### src/rtl/bcs_pkg.sv
package bcs_pkg;

    typedef enum logic [2:0] {
        ST_IDLE,
        ST_T1,
        ST_T2,
        ST_T3,
        ST_TW,
        ST_T4,
        ST_HOLD
    } bcs_state_e;

    localparam logic [2:0] CODE_INTA    = 3'b000;
    localparam logic [2:0] CODE_IORD    = 3'b001;
    localparam logic [2:0] CODE_IOWR    = 3'b010;
    localparam logic [2:0] CODE_HALT    = 3'b011;
    localparam logic [2:0] CODE_FETCH   = 3'b100;
    localparam logic [2:0] CODE_MRD     = 3'b101;
    localparam logic [2:0] CODE_MWR     = 3'b110;
    localparam logic [2:0] CODE_PASSIVE = 3'b111;

    function automatic logic code_is_write(input logic [2:0] c);
        return (c == CODE_IOWR) || (c == CODE_MWR);
    endfunction

    function automatic logic code_runs_cycle(input logic [2:0] c);
        return (c != CODE_HALT) && (c != CODE_PASSIVE);
    endfunction

endpackage

### src/rtl/bcs_strobe_dec.sv
module bcs_strobe_dec
    import bcs_pkg::*;
#(
    parameter int AW = 20,
    parameter int DW = 16
) (
    input  bcs_state_e        state,
    input  logic [2:0]        cur_code,
    input  logic [AW-1:0]     cur_addr,
    input  logic [DW-1:0]     cur_wdata,
    input  logic              cur_bhe_n,
    input  logic              nxt_take,
    input  logic [2:0]        nxt_code,
    output logic [DW-1:0]     bus_ad_out,
    output logic              bus_ad_oe,
    output logic [AW-DW-1:0]  bus_a_hi,
    output logic              ale,
    output logic              rd_n,
    output logic              wr_n,
    output logic              inta_n,
    output logic              den_n,
    output logic              dtr,
    output logic              mio,
    output logic              bhe_n,
    output logic [2:0]        stat,
    output logic              ctl_oe,
    output logic              hlda,
    output logic              cyc_done
);
    logic is_wr;
    logic strobe_win;
    logic data_phase;
    logic preview;

    always_comb begin
        is_wr      = code_is_write(cur_code);
        strobe_win = (state == ST_T2) || (state == ST_T3) || (state == ST_TW);
        data_phase = strobe_win || (state == ST_T4);
        preview    = (state == ST_T4) && nxt_take;

        ale      = (state == ST_T1);
        hlda     = (state == ST_HOLD);
        ctl_oe   = (state != ST_HOLD);
        cyc_done = (state == ST_T4);

        bus_ad_oe = (state == ST_T1) || (is_wr && data_phase);
        if (state == ST_T1)
            bus_ad_out = cur_addr[DW-1:0];
        else if (is_wr && data_phase)
            bus_ad_out = cur_wdata;
        else
            bus_ad_out = '0;

        bus_a_hi = ((state == ST_T1) && cur_code[2]) ? cur_addr[AW-1:DW] : '0;
        bhe_n    = (state == ST_T1) ? cur_bhe_n : 1'b1;

        rd_n   = !(strobe_win && !is_wr && (cur_code != CODE_INTA));
        inta_n = !(strobe_win && (cur_code == CODE_INTA));
        wr_n   = !(strobe_win && is_wr);
        den_n  = !strobe_win;

        if ((state == ST_T1) || (state == ST_T2))
            stat = cur_code;
        else if (preview)
            stat = nxt_code;
        else
            stat = CODE_PASSIVE;

        dtr = preview ? code_is_write(nxt_code) : is_wr;
        mio = preview ? nxt_code[2] : cur_code[2];
    end
endmodule

### src/rtl/bcs_bus_sequencer.sv
module bcs_bus_sequencer
    import bcs_pkg::*;
#(
    parameter int AW = 20,
    parameter int DW = 16
) (
    input  logic              clk,
    input  logic              rst_n,
    input  logic              req_valid,
    input  logic [2:0]        req_code,
    input  logic [AW-1:0]     req_addr,
    input  logic [DW-1:0]     req_wdata,
    input  logic              req_bhe_n,
    output logic              req_take,
    input  logic              ready,
    input  logic              hold,
    output logic              hlda,
    output logic [DW-1:0]     bus_ad_out,
    output logic              bus_ad_oe,
    input  logic [DW-1:0]     bus_ad_in,
    output logic [AW-DW-1:0]  bus_a_hi,
    output logic              ale,
    output logic              rd_n,
    output logic              wr_n,
    output logic              inta_n,
    output logic              den_n,
    output logic              dtr,
    output logic              mio,
    output logic              bhe_n,
    output logic [2:0]        stat,
    output logic              ctl_oe,
    output logic              cyc_done,
    output logic [DW-1:0]     rd_data
);
    bcs_state_e      state_q, state_d;
    logic [2:0]      cur_code;
    logic [AW-1:0]   cur_addr;
    logic [DW-1:0]   cur_wdata;
    logic            cur_bhe_n;
    logic            open_slot;
    logic            end_wait;

    always_comb begin
        open_slot = (state_q == ST_IDLE) || (state_q == ST_T4);
        req_take  = open_slot && !hold && req_valid && code_runs_cycle(req_code);
        end_wait  = ((state_q == ST_T3) || (state_q == ST_TW)) && ready;
    end

    always_comb begin
        state_d = state_q;
        unique case (state_q)
            ST_IDLE, ST_T4: begin
                if (hold)          state_d = ST_HOLD;
                else if (req_take) state_d = ST_T1;
                else               state_d = ST_IDLE;
            end
            ST_T1:   state_d = ST_T2;
            ST_T2:   state_d = ST_T3;
            ST_T3,
            ST_TW:   state_d = ready ? ST_T4 : ST_TW;
            ST_HOLD: state_d = hold ? ST_HOLD : ST_IDLE;
            default: state_d = ST_IDLE;
        endcase
    end

    always_ff @(posedge clk or negedge rst_n) begin
        if (!rst_n) begin
            state_q   <= ST_IDLE;
            cur_code  <= CODE_PASSIVE;
            cur_addr  <= '0;
            cur_wdata <= '0;
            cur_bhe_n <= 1'b1;
            rd_data   <= '0;
        end else begin
            state_q <= state_d;
            if (req_take) begin
                cur_code  <= req_code;
                cur_addr  <= req_addr;
                cur_wdata <= req_wdata;
                cur_bhe_n <= req_bhe_n;
            end
            if (end_wait && !code_is_write(cur_code))
                rd_data <= bus_ad_in;
        end
    end

    bcs_strobe_dec #(.AW(AW), .DW(DW)) u_dec (
        .state      (state_q),
        .cur_code   (cur_code),
        .cur_addr   (cur_addr),
        .cur_wdata  (cur_wdata),
        .cur_bhe_n  (cur_bhe_n),
        .nxt_take   (req_take),
        .nxt_code   (req_code),
        .bus_ad_out (bus_ad_out),
        .bus_ad_oe  (bus_ad_oe),
        .bus_a_hi   (bus_a_hi),
        .ale        (ale),
        .rd_n       (rd_n),
        .wr_n       (wr_n),
        .inta_n     (inta_n),
        .den_n      (den_n),
        .dtr        (dtr),
        .mio        (mio),
        .bhe_n      (bhe_n),
        .stat       (stat),
        .ctl_oe     (ctl_oe),
        .hlda       (hlda),
        .cyc_done   (cyc_done)
    );


    wait_stretch_chk: assert property (@(posedge clk) disable iff (!rst_n)
        ((state_q == ST_T3 || state_q == ST_TW) && !ready) |=> (!cyc_done && !den_n));


    hold_float_chk: assert property (@(posedge clk) disable iff (!rst_n)
        hlda |-> (!ctl_oe && !bus_ad_oe && !ale));


    strobe_excl_chk: assert property (@(posedge clk) disable iff (!rst_n)
        $countones({!rd_n, !wr_n, !inta_n}) <= 1);


    ale_quiet_chk: assert property (@(posedge clk) disable iff (!rst_n)
        ale |-> (rd_n && wr_n && inta_n && den_n));


    passive_t3_chk: assert property (@(posedge clk) disable iff (!rst_n)
        (state_q == ST_T3) |-> (stat == CODE_PASSIVE));


    chain_t1_chk: assert property (@(posedge clk) disable iff (!rst_n)
        (cyc_done && req_take) |=> ale);
endmodule

### config.mk
export PLATFORM = sky130hd
export DESIGN_NAME = bcs_bus_sequencer
export DESIGN_NICKNAME = d
export VERILOG_FILES = /design/src/rtl/bcs_pkg.sv /design/src/rtl/bcs_strobe_dec.sv /design/src/rtl/bcs_bus_sequencer.sv
export SDC_FILE = /design/constraint.sdc
export NUM_CORES = 1
export LEC_CHECK = 0
export BUFFER_PORTS_ARGS = -buffer_cell sky130_fd_sc_hd__buf_4
export CORE_ASPECT_RATIO = 0.5
export CORE_MARGIN = 1
export CORE_UTILIZATION = 35
export CTS_CLUSTER_DIAMETER = 40
export DETAILED_ROUTE_END_ITERATION = 6
export GPL_ROUTABILITY_DRIVEN = 0
export HOLD_SLACK_MARGIN = 0.15
export PLACE_DENSITY_LB_ADDON = 0.1
export REMOVE_ABC_BUFFERS = 1
export SLEW_MARGIN = 20
export SYNTH_ARGS = -nofsm -noshare
export SYNTH_HDL_FRONTEND = slang
export SYNTH_SLANG_ARGS = --single-unit
### constraint.sdc
create_clock -name clk -period 2.9 [get_ports clk]
set_clock_uncertainty 0.2 [all_clocks]
set_input_delay 0.58 -clock clk [delete_from_list [all_inputs] [get_ports clk]]
set_output_delay 0.58 -clock clk [all_outputs]
set_load 0.02 [all_outputs]
* Word-level counts from Yosys, hierarchy flattened
Index checks and enable logic that the tools add are counted.
** Word-level totals
- Register bits after elaboration :: 59
- Output and inout bits :: 52
- Word-level logic and storage cells :: 65
** Operators by class
- Eq/ne operators :: 13
- Multiplexer cells :: 13
- Reduce and logical (&&, ||, !) cells :: 33
** Operators by type and width (number)
- $mux W16 :: 2
- $eq A3 B3 Y1 const B :: 5
- $pmux W3 S5 :: 1
- $logic_and A1 B1 Y1 :: 13
- $eq A3 B2 Y1 const B :: 4
- $mux W3 :: 4
- $logic_or A1 B1 Y1 :: 9
- $logic_not A1 Y1 :: 6
- $logic_not A3 Y1 :: 2
- $ne A3 B3 Y1 const B :: 2
- $mux W1 :: 5
- $mux W4 :: 1
- $reduce_or A2 Y1 :: 2
- $eq A3 B1 Y1 const B :: 1
- $ne A3 B2 Y1 const B :: 1
- $reduce_bool A3 Y1 :: 1

* Depth between registers and ports, before layout
Gate-level depths: netlist (run 1).
- Depth after elaboration :: 8
- Mapped depth :: 5
- Gate-level depth less buffers :: 4

* Cells and area by module
Synthesis (run 1) repeated with hierarchy kept, for this count alone.
** Unflattened totals
- Cell total of the unflattened synthesis :: 200
- Area total of the unflattened synthesis :: 2826.5 sq um
** By module, submodules not included
- bcs_bus_sequencer :: times used 1, cells each 148, area each 2378.5 sq um, sequential area each 1481.4 sq um
- bcs_strobe_dec :: times used 1, cells each 52, area each 447.9 sq um, sequential area each 0.0 sq um

* Least setup slack after synthesis (run 1)
No wires, ideal clock.
- Path type :: reg2out
- Start :: register state_q[1]
- End :: output port dtr
- Arrival :: 1.549 ns
- Required time :: 2.120 ns
- Path slack :: 0.571 ns
- Stages on the path, launching flop included :: 5
- Path buffers :: 1
- Path through :: dfrtp_1 > buf_2 > and3b_1 > nand3_1 > mux2i_1
** On the way
- Longest elaborated chain between the ends :: 7
- Elaborated cells between the ends (all ways) :: 8
- Those cells by class :: eq/ne: 1; mux: 1; reduce/logical: 6
** RTL lines
- from (decl) :: RTL line bcs_bus_sequencer.sv:35 : bcs_state_e state_q, state_d;
- from (signal assigned) :: RTL line bcs_bus_sequencer.sv:75 : state_q <= state_d;
- $eq A3 B3 Y1 *
- net cyc_done :: RTL line bcs_bus_sequencer.sv:32 : output logic cyc_done,
- $logic_or A1 B1 Y1 :: RTL line bcs_bus_sequencer.sv:44 : open_slot = (state_q == ST_IDLE) || (state_q == ST_T4);
- $logic_and A1 B1 Y1 (3 in series) :: RTL line bcs_bus_sequencer.sv:45 : req_take = open_slot && !hold && req_valid && code_runs_cycle(req_code);
- $logic_and A1 B1 Y1 * :: RTL line bcs_strobe_dec.sv:39 : preview = (state == ST_T4) && nxt_take;
- $mux W1 * :: RTL line bcs_strobe_dec.sv:69 : dtr = preview ? code_is_write(nxt_code) : is_wr;
- to (decl) :: RTL line bcs_bus_sequencer.sv:27 : output logic dtr,
The timed path passes the listed nets; every way through them passes the cells marked *.

* Worst setup path after layout (run 1)
- Start :: register state_q[1]
- End :: output port inta_n
** On the way
- Longest elaborated chain between the ends :: 5
- Elaborated cells between the ends (all ways) :: 7
- Those cells by class :: eq/ne: 3; reduce/logical: 4
** RTL lines
- $eq A3 B2 Y1 :: RTL line bcs_strobe_dec.sv:37 : strobe_win = (state == ST_T2) || (state == ST_T3) || (state == ST_TW);
- $logic_or A1 B1 Y1 :: RTL line bcs_strobe_dec.sv:37
- $logic_or A1 B1 Y1 * :: RTL line bcs_strobe_dec.sv:37
- $logic_and A1 B1 Y1 * :: RTL line bcs_strobe_dec.sv:58 : inta_n = !(strobe_win && (cur_code == CODE_INTA));
- $logic_not A1 Y1 * :: RTL line bcs_strobe_dec.sv:58
- to (decl) :: RTL line bcs_bus_sequencer.sv:25 : output logic inta_n,
Every way passes the cells marked *; elsewhere a longest branch is shown, timed or not.

==> results of run 1 <==
[registers in the layout (all words and copies together) (netlist names)]
signal	count
cur_addr	20
cur_wdata	16
rd_data	16
cur_code	3
state_q	3
cur_bhe_n	1
[cell type report]
| cell class | count | area, µm² |
|---|---|---|
| Inverter | 4 | 15.0 |
| Fill cell | 655 | 3540 |
| Multi-Input combinational cell | 119 | 1260 |
| Clock buffer | 14 | 264 |
| Timing Repair Buffer | 119 | 908 |
| Sequential cell | 59 | 1480 |
| Tap cell | 108 | 135 |
| Clock inverter | 2 | 10.0 |
[kinds of logic (layout without fill, tap and decap cells)]
kind of cell,Yosys count,after routing
mux,59,59
flops,59,59
compound gates,29,29
simple gates,28,28
buf+inv,16,139
xor+xnor,2,2
fa+ha+maj,1,1
[power by group through the flow]
stage | Clock, mW | Sequential [mW] | Combinational [mW]
after floorplan | 0 | 1.65 | 1.26
after global placement | 0 | 1.56 | 2.14
after detailed placement | 0 | 1.58 | 2.17
after CTS | 0.999 | 1.58 | 2.18
after global routing | 1.04 | 1.64 | 2.30
final | 0.962 | 1.59 | 2.15
[worst register-to-register path, delay by kind of cell, from the launching register on]
family,cells,cell delay (ns)
mux,1,0.33
buf+inv,1,0.30
flops,1,0.62
xor+xnor,1,0.18
simple gates,1,0.34
[metal layers]
metal	global-route usage (%)	up-vias	part of all wire [%]
li1	-	949	-
met1	19.9	983	46
met2	25.6	65	48
met3	5.83	4	5.6
met4	6.98	0	0.88
met5	0	-	0
[Yosys cell counts (all sizes together), types with 2 or more instances]
cell type / instances
a22o: 16
and3: 4
and3b: 2
buf: 12
dfrtp: 55
dfstp: 4
inv: 4
mux2: 57
mux2i: 2
nand2: 2
nand2b: 8
nand3: 2
nor2b: 4
nor3: 2
o21ai: 2
o22a: 3
o22ai: 2
[path summary, 6_finish.rpt]
check	start	end	slack, ns	cells past startpoint
max in group asynchronous	rst_n	state_q[2]$_DFF_PN0_	1.32	2
max	state_q[1]$_DFF_PN0_	inta_n	0.15	5
min	bus_ad_in[10]	rd_data[10]$_DFFE_PN0P_	0.28	2
min reg2reg	rd_data[13]$_DFFE_PN0P_	rd_data[13]$_DFFE_PN0P_	0.30	1
max reg2reg	state_q[0]$_DFF_PN0_	cur_wdata[14]$_DFFE_PN0N_	0.81	4
min in group asynchronous	rst_n	rd_data[12]$_DFFE_PN0P_	0.66	2
[per-stage QoR]
step           hold slack, ns  std cells
2_1_floorplan          0.0844        182
3_3_place_gp            0.280        408
3_5_place_dp            0.294        408
4_1_cts                 0.266        425
5_1_grt                 0.266        425
6_report                0.279        425
[repair_timing]
| action | CTS | global route |
|---|---|---|
| gates resized for setup | 0 | 1 |
| endpoints found under the hold margin | 3 | 0 |
| endpoints found under the setup margin | 0 | 1 |
| hold buffers | 1 | 0 |
[cells in the final DEF (no fill, tap or decap), types with 2 or more instances in the layout]
cell,instances
a22o_1,16
and3_1,4
and3b_1,2
buf_4,117
clkbuf_1,3
clkbuf_16,9
clkbuf_8,2
clkinv_2,2
dfrtp_1,54
dfstp_2,4
inv_1,3
mux2_1,5
mux2_2,13
mux2_4,39
mux2i_1,2
nand2_1,2
nand2b_1,8
nand3_1,2
nor2b_1,4
o21ai_0,2
o22a_1,3
o22ai_1,2
==> reports/metrics.cfg, run 1 <==
[sta]
rsz0062_at_grt = false
final.setup.worst_slack_ns = 0.154
slew_headroom_pct = 50.2
worst_slew_pin_slew_ns = 0.747
drv_slew = 0
min_period_ns = 2.75
finalSetupViolations = 0
hold_violations = 0
period_share_pct = 94.7
max_freq_ghz = 0.364
setup_tns_ns = 0

[floorplanning]
die_area_mm2 = 0.00856
rows = 22
die-height_um = 65.9
core_area_mm2 = 0.00762
start_util_pct = 37.5
pin_count = 113
die_w_um = 130

[clock_tree]
cts.root.buffer_cell = clkbuf_16
cts_tree = yes
clock_latency_ns = 0.32
cts_setup_buffers = 0
htree_levels = 3
cts_buffers = 9
cts.sinks = 59
cts.reportedPaths.clkPinSlew_ns = 0.05
cts_max_path_buffers = 2

[synth]
synth-xor-area-share_pct = 0.612
synth_top_family_by_area = multiplexers
synth_edf_count = 0
ys.flop_type = dfrtp_1
synth_cells = 194
yosys_warnings = 0
synthMuxAreaShare_pct = 28.2
synth_cell_types = 36
yosys.area.top_type_share_pct = 48.1
ys_seq_area_share_pct = 51.8
yosysTopAreaCell = dfrtp_1
ys_ff_latch = 59
synth-compound-area-share_pct = 8.53
synth.area.top_cells = dfrtp_1 48%, mux2_4 20%, mux2_2 5.1%, a22o_1 4.9%, dfstp_2 3.7%
synthAdderAreaFrac_pct = 0.350
synthSimpleGateAreaFrac_pct = 6.47
synthArstFlopShare_pct = 100
syn-cell-area_mm2 = 0.00286
syn_avg_cell_area_um2 = 14.7

[power_and_ir_drop]
p_sw_mw = 1.62
switching_share_pct = 34.5
clkPwrFrac_pct = 20.5
intPower_mw = 3.08
seqPwrFrac_pct = 33.8
combPwrFrac_pct = 45.7
power.density_mw_per_mm2 = 1150
p_total_mw = 4.70
cellLeakagePower_nw = 1.98
vdd_drop_max_v = 0.000489

[worst_setup_path]
worstPathArrival_ns = 1.97
crit_type = flop to primary output
path_cells = nor3b_2 -> nand2b_1 -> inv_1 -> or4_1 -> buf_4
cpPeakStageDelay_ns = 0.55
critPathBufInv = 2
crit_path_end_kind = primary output
slowest_stage = dfrtp_1
worstPathRequired_ns = 2.12
path_max_fanout = 15
cp_top_family = simple AND/OR/NAND/NOR gates
crit_path_start_kind = flop

[global_route]
grt_pass1_wl_um = 10100
antenna_found_initial = 0
grt_pass1_vias = 2045
grt_usage_pct = 16.1
grt_max_degree = 60
grt-ovfl-total = 0

[route]
vias = 2001
drt_iter0_markers = 82
ant_nets = 0
routedWlPerCell_um = 15.3
wirelength_um = 6500
viasPerCell = 4.71
route.detailed.drc = 0
firstDrtPassIters = 4

[job]
maxCapViolations = 0

[cells_and_area]
antennaDiodeCount = 0
fin_util_pct = 53.5
drive_gt1_share_pct = 61.2
syn2layout_area_growth_pct = 42.6
fin_area_mm2 = 0.00408
finalNetCount = 373

[place]
placed_cell_area_mm2 = 0.00379
pre_cts_ws_ns = 0.435
hpwl_um = 4480
port_buffers = 112

[status]
run_status = finished, final reports clean

[worst_hold_path]
min_path_type = input port to flop

No activity file was read; power rests on OpenSTA's default activity.
==> inputs of run 2 (changes only) <==
--- a/config.mk
+++ b/config.mk
@@ -5,7 +5,7 @@
 export SDC_FILE = /design/constraint.sdc
 export NUM_CORES = 1
 export LEC_CHECK = 0
-export BUFFER_PORTS_ARGS = -buffer_cell sky130_fd_sc_hd__buf_4
+export BUFFER_PORTS_ARGS = -buffer_cell sky130_fd_sc_hd__buf_2
 export CORE_ASPECT_RATIO = 0.5
 export CORE_MARGIN = 1
 export CORE_UTILIZATION = 35
@@ -18,4 +18,5 @@
 export SLEW_MARGIN = 20
 export SYNTH_ARGS = -nofsm -noshare
 export SYNTH_HDL_FRONTEND = slang
+export SYNTH_HIERARCHICAL = 1
 export SYNTH_SLANG_ARGS = --single-unit
==> run 2 against run 1 <==
Net effect:
- flip-flop and latch count unchanged
- wire length down 3.5%
- largest power group unchanged
- global-route usage up 0.47 points
==> reports/metrics.cfg, run 2 <==
[sta]
period_share_pct = 94.8  ; was 94.7%
whs_ns = 0.281  ; was 0.279 ns
worst_slew_pin_slew_ns = 0.867  ; was 0.747 ns
drv_slew = 0  ; unchanged
slew_headroom_pct = 42.2  ; was 50.2%
rsz0062_at_grt = false  ; unchanged
hold_violations = 0  ; unchanged
finalSetupViolations = 0  ; unchanged
min_period_ns = 2.75  ; about the same
final.setup.worst_slack_ns = 0.152  ; was 0.154 ns
max_freq_ghz = 0.364  ; about the same

[cells_and_area]
syn2layout_area_growth_pct = 32.8  ; was 42.6%
antennaDiodeCount = 0  ; unchanged
fin_area_mm2 = 0.00375  ; was 0.00408 mm²
finalNetCount = 378  ; was 373
drive_gt1_share_pct = 60.9  ; was 61.2%
layout_top_registers = cur_addr: 20 flops, cur_wdata: 16 flops, rd_data: 16 flops  ; unchanged
final_cell_mix = 112 x buf_2, 55 x dfrtp_1, 46 x mux2_2  ; was 117 x buf_4, 54 x dfrtp_1, 39 x mux2_4
mostFrequentLayoutCell = buf_2  ; was buf_4
largest_reg_flops = 20  ; unchanged
regMostFlops = cur_addr  ; unchanged

[floorplanning]
die_area_mm2 = 0.00846  ; was 0.00856 mm²
start_util_pct = 37.3  ; was 37.5%
core_area_mm2 = 0.00757  ; was 0.00762 mm²
die-height_um = 65.5  ; was 65.9 µm
rows = 22  ; unchanged
pin_count = 113  ; unchanged
die_w_um = 129  ; was 130 µm

[synth]
syn-cell-area_mm2 = 0.00283  ; was 0.00286 mm²
ys_seq_area_share_pct = 52.4  ; was 51.8%
yosysTopAreaCell = dfrtp_1  ; unchanged
syn_avg_cell_area_um2 = 14.1  ; was 14.7 µm²
synth_edf_count = 0  ; unchanged
synth_cells = 200  ; was 194
synth.most_common_cell = dfrtp_1  ; unchanged
synth_cell_types = 39  ; was 36
synth_common_cells = 55 x dfrtp_1, 46 x mux2_2, 16 x a32o_1  ; was 55 x dfrtp_1, 39 x mux2_4, 16 x a22o_1
synth.area.top_cells = dfrtp_1 49%, mux2_2 18%, a32o_1 5.7%, mux2_4 5.3%, dfstp_2 3.7%  ; was dfrtp_1 48%, mux2_4 20%, mux2_2 5.1%, a22o_1 4.9%, dfstp_2 3.7%
ys_ff_latch = 59  ; unchanged
ys.flop_type = dfrtp_1  ; unchanged
yosys_warnings = 6  ; was 0
yosys.area.top_type_share_pct = 48.7  ; was 48.1%
synthArstFlopShare_pct = 100  ; unchanged

[route]
route.detailed.drc = 0  ; unchanged
ant_nets = 0  ; unchanged
routedWlPerCell_um = 14.6  ; was 15.3 µm
viasPerCell = 4.75  ; was 4.71
drt_iter0_markers = 64  ; was 82
wirelength_um = 6270  ; was 6500 µm
firstDrtPassIters = 4  ; unchanged
vias = 2041  ; was 2001

[worst_setup_path]
cpPeakStageDelay_ns = 0.55  ; about the same
slowest_stage = dfrtp_1  ; unchanged
path_cells = nor4_4 -> buf_4 -> buf_2  ; was nor3b_2 -> nand2b_1 -> inv_1 -> or4_1 -> buf_4
path_max_fanout = 41  ; was 15
r2r_slack_ns = 0.37  ; was 0.81 ns
worstPathArrival_ns = 1.97  ; about the same
crit_type = flop to primary output  ; unchanged
crit_path_start_kind = flop  ; unchanged
crit_path_end_kind = primary output  ; unchanged
worstPathRequired_ns = 2.12  ; about the same

[clock_tree]
clock_latency_ns = 0.32  ; about the same
cts.sinks = 59  ; unchanged
cts_tree = yes  ; unchanged
cts.reportedPaths.clkPinSlew_ns = 0.05  ; about the same
cts_max_path_buffers = 2  ; unchanged
cts.root.buffer_cell = clkbuf_16  ; unchanged
htree_levels = 3  ; unchanged
cts_buffers = 9  ; unchanged
cts_setup_buffers = 0  ; unchanged

[place]
pre_cts_ws_ns = 0.118  ; was 0.435 ns
port_buffers = 112  ; unchanged
placed_cell_area_mm2 = 0.00347  ; was 0.00379 mm²
hpwl_um = 4310  ; was 4480 µm

[power_and_ir_drop]
power.density_mw_per_mm2 = 1200  ; was 1150 mW/mm²
vdd_drop_max_v = 0.000509  ; was 0.000489 V
p_total_mw = 4.50  ; was 4.70 mW
cellLeakagePower_nw = 1.82  ; was 1.98 nW

[job]
maxCapViolations = 0  ; unchanged

[worst_hold_path]
min_path_type = flop to flop  ; was input port to flop

[global_route]
antenna_found_initial = 0  ; unchanged
grt-ovfl-total = 0  ; unchanged
grt_max_degree = 42  ; was 60
grt_usage_pct = 16.6  ; was 16.1%
grt_pass1_wl_um = 10400  ; was 10100 µm
grt_pass1_vias = 2172  ; was 2045

[status]
run_status = finished, final reports clean  ; unchanged

-- run 2: cell types whose count changed after synthesis, moves of 3 or more --
cell / change
a22o_1: -15
o22a_1: -3
mux2_1: -3
mux2_4: -29
nor2_1: +4
mux2_2: +33
o32a_1: +3
nand2b_1: -5
inv_1: +3
a32o_1: +16
-- run 2: area by class of cell --
cell class / instances / area, µm²
clock buffers: 14 / 264
clock inverters: 2 / 10.0
fillers: 697 / 3820
inverters: 6 / 22.5
multi-input cells: 120 / 1210
flip-flops and latches: 59 / 1480
well taps: 108 / 135
repair buffers: 121 / 631
-- run 2: kinds of logic (layout without fill, tap and decap cells) --
family | count (synthesis) | count (layout) | share of synthesized area [%]
muxes | 58 | 58 | 24.4
DFF | 59 | 59 | 52.4
buffers and inverters | 21 | 143 | 5.13
and+or+nand+nor | 28 | 28 | 6.51
AOI/OAI and AO/OA | 31 | 31 | 9.92
xor gates and xnor gates | 3 | 3 | 1.59
-- run 2: metrics by stage --
step / TNS (ns) / utilization (%) / instances
after floorplan: -63.80 / - / 185
after global placement: 0 / 45.8 / 413
after detailed placement: 0 / 45.8 / 413
after CTS: 0 / 49.6 / 430
after global routing: 0 / 49.6 / 430
final: 0 / 49.6 / 430
-- run 2: what timing repair did --
item / in CTS / in global routing
hold endpoints to repair: 25 / 0
hold buffers: 1 / 0
resized for setup: 0 / 0
-- run 2: path summary, 6_finish.rpt --
check,start,endpoint,cells after the start
setup / recovery,state_q[1]$_DFF_PN0_,req_take,3
hold / removal,cur_addr[17]$_DFFE_PN0P_,cur_addr[17]$_DFFE_PN0P_,1
setup reg to reg,state_q[2]$_DFF_PN0_,rd_data[12]$_DFFE_PN0P_,4
hold reg to reg,cur_addr[17]$_DFFE_PN0P_,cur_addr[17]$_DFFE_PN0P_,1
max in group asynchronous,rst_n,cur_code[2]$_DFFE_PN1P_,3
min in group asynchronous,rst_n,state_q[1]$_DFF_PN0_,2
-- run 2: metal layers --
metal,part of all wire (%),track usage (%),vias up
li1,-,-,978
met2,50,28.5,64
met4,1.2,6.32,0
met1,44,19.4,992
met5,0,0,-
met3,5.0,5.62,7
-- run 2: power by group --
group	total, mW	switching [mW]	internal, mW
Sequential	1.54	0.278	1.27
Combinational	2.00	1.07	0.931
Clock	0.955	0.334	0.621
Total	4.50	1.68	2.82
-- run 2: critical path, delay by kind of cell, from the launching register on --
family	cells	cell delay [ns]
AND/OR/NAND/NOR	1	0.35
buffers and inverters	2	0.74
flip-flops	1	0.55
==> inputs of run 3 (changes only) <==
--- a/config.mk
+++ b/config.mk
@@ -5,12 +5,12 @@
 export SDC_FILE = /design/constraint.sdc
 export NUM_CORES = 1
 export LEC_CHECK = 0
-export BUFFER_PORTS_ARGS = -buffer_cell sky130_fd_sc_hd__buf_2
 export CORE_ASPECT_RATIO = 0.5
 export CORE_MARGIN = 1
 export CORE_UTILIZATION = 35
 export CTS_CLUSTER_DIAMETER = 40
 export DETAILED_ROUTE_END_ITERATION = 6
+export DONT_BUFFER_PORTS = 1
 export GPL_ROUTABILITY_DRIVEN = 0
 export HOLD_SLACK_MARGIN = 0.15
 export PLACE_DENSITY_LB_ADDON = 0.1
==> run 3 against run 2 <==
Net effect:
- worst hold slack worse by 0.088 ns
- wire length fell by 5.8%
- total power is 2.8% lower
- clock power increased by 14%
- non-clock buffer count decreased by 109
- sequential power grew 10%
- via count down 16%
- register-to-register slack improved by 0.11 ns
- critical path type unchanged
==> reports/metrics.cfg, run 3 (synthesis results as in run 2) <==
[sta]
max_freq_ghz = 0.362  ; was 0.364 GHz
finalSetupViolations = 0  ; unchanged
slew_headroom_pct = 41.4  ; was 42.2%
hold_violations = 0  ; unchanged
period_share_pct = 95.4  ; was 94.8%
worst_slew_pin_slew_ns = 0.879  ; was 0.867 ns
min_period_ns = 2.77  ; was 2.75 ns
rsz0062_at_grt = false  ; unchanged
drv_slew = 0  ; unchanged

[cells_and_area]
fin_util_pct = 43.2  ; was 49.6%
finalNetCount = 269  ; was 378
largest_reg_flops = 20  ; unchanged
regMostFlops = cur_addr  ; unchanged
fillers = 716  ; was 697
drive_gt1_share_pct = 41.3  ; was 60.9%
mostFrequentLayoutCell = dfrtp_1  ; was buf_2
final_cell_mix = 55 x dfrtp_1, 46 x mux2_2, 16 x a32o_1  ; was 112 x buf_2, 55 x dfrtp_1, 46 x mux2_2
syn2layout_area_growth_pct = 15.7  ; was 32.8%
layout_top_registers = cur_addr: 20 flops, cur_wdata: 16 flops, rd_data: 16 flops  ; unchanged
antennaDiodeCount = 0  ; unchanged
fin_area_mm2 = 0.00327  ; was 0.00375 mm²
final_cells = 321  ; was 430

[power_and_ir_drop]
vdd_drop_max_v = 0.000422  ; was 0.000509 V
power.density_mw_per_mm2 = 1340  ; was 1200 mW/mm²
cellLeakagePower_nw = 1.38  ; was 1.82 nW

[worst_setup_path]
worstPathArrival_ns = 1.99  ; was 1.97 ns
worstPathRequired_ns = 2.12  ; about the same
path_max_fanout = 17  ; was 41
crit_type = flop to primary output  ; unchanged
crit_path_end_kind = primary output  ; unchanged
crit_path_start_kind = flop  ; unchanged

[floorplanning]
die_w_um = 129  ; unchanged
die_area_mm2 = 0.00846  ; unchanged
core_area_mm2 = 0.00757  ; unchanged
pin_count = 113  ; unchanged
die-height_um = 65.5  ; unchanged
start_util_pct = 37.3  ; unchanged
rows = 22  ; unchanged

[clock_tree]
cts_max_path_buffers = 2  ; unchanged
cts.hold.buffers_added = 2  ; was 1
cts.root.buffer_cell = clkbuf_16  ; unchanged
cts_setup_buffers = 0  ; unchanged
cts.sinks = 59  ; unchanged
clock_latency_ns = 0.32  ; about the same
cts_tree = yes  ; unchanged
cts.reportedPaths.clkPinSlew_ns = 0.05  ; about the same
cts-resized-gates = 0  ; unchanged
cts_buffers = 9  ; unchanged
htree_levels = 3  ; unchanged

[place]
placed_cell_area_mm2 = 0.00292  ; was 0.00347 mm²
port_buffers = 0  ; was 112
placed_cells = 303  ; was 413
hpwl_um = 3940  ; was 4310 µm

[route]
vias = 1716  ; was 2041
drt_iter0_markers = 61  ; was 64
ant_nets = 0  ; unchanged
routedWlPerCell_um = 18.4  ; was 14.6 µm
viasPerCell = 5.35  ; was 4.75
wirelength_um = 5910  ; was 6270 µm
route.detailed.drc = 0  ; unchanged
firstDrtPassIters = 4  ; unchanged

[global_route]
grt_pass1_wl_um = 9090  ; was 10400 µm
grt-ovfl-total = 0  ; unchanged
grt_usage_pct = 14.9  ; was 16.6%
grt_max_degree = 60  ; was 42
grt_pass1_vias = 1773  ; was 2172
antenna_found_initial = 0  ; unchanged

[status]
run_status = finished, final reports clean  ; unchanged

[worst_hold_path]
min_path_type = input port to flop  ; was flop to flop

[job]
maxCapViolations = 0  ; unchanged

run 3: path summary, 6_finish.rpt:
path	depth (start not counted)	slack [ns]	to	from
max in group asynchronous	2	1.61	cur_bhe_n$_DFFE_PN1P_	rst_n
min in group asynchronous	2	0.57	rd_data[4]$_DFFE_PN0P_	rst_n
setup reg to reg	4	0.48	rd_data[12]$_DFFE_PN0P_	state_q[1]$_DFF_PN0_
setup / recovery	2	0.13	bus_ad_out[9]	state_q[1]$_DFF_PN0_
hold reg to reg	1	0.28	cur_addr[18]$_DFFE_PN0P_	cur_addr[18]$_DFFE_PN0P_
hold / removal	1	0.19	cur_addr[18]$_DFFE_PN0P_	req_addr[18]
run 3: layer usage:
layer | share of wire, % | track usage, %
met1 | 42 | 17.0
met2 | 48 | 23.9
met3 | 7.7 | 6.27
met4 | 2.0 | 8.09
met5 | 0 | 0
run 3: where the power goes:
group | total (mW) | switching (mW) | internal, mW
registers | 1.70 | 0.434 | 1.26
clock network | 1.09 | 0.344 | 0.748
logic | 1.58 | 0.859 | 0.725
run 3: metrics by stage:
| step | hold slack, ns | TNS [ns] | setup slack [ns] | power, mW |
|---|---|---|---|---|
| floorplan | 0.0844 | -63.80 | -2.38 | 2.90 |
| global placement | 0.0867 | 0 | 0.449 | 3.24 |
| detailed placement | 0.0866 | 0 | 0.417 | 3.29 |
| CTS | 0.181 | 0 | 0.133 | 4.44 |
| global route | 0.179 | 0 | 0.0662 | 4.62 |
| finish | 0.193 | 0 | 0.135 | 4.37 |
run 3: critical path, cell delays in order (launching register included):
cell and delay (ns):
dfrtp_1 0.68, xor2_4 0.55, a32o_1 0.43
run 3: layout make-up:
type | instances | area [µm²] | share of cell area, %
clock inverter | 5 | 77.6 | 2.37
multi-input combinational | 120 | 1210 | 37.0
timing repair buffer | 12 | 113 | 3.44
clock buffer | 11 | 233 | 7.12
tap | 108 | 135 | 4.13
inverter | 6 | 22.5 | 0.689
sequential | 59 | 1480 | 45.3
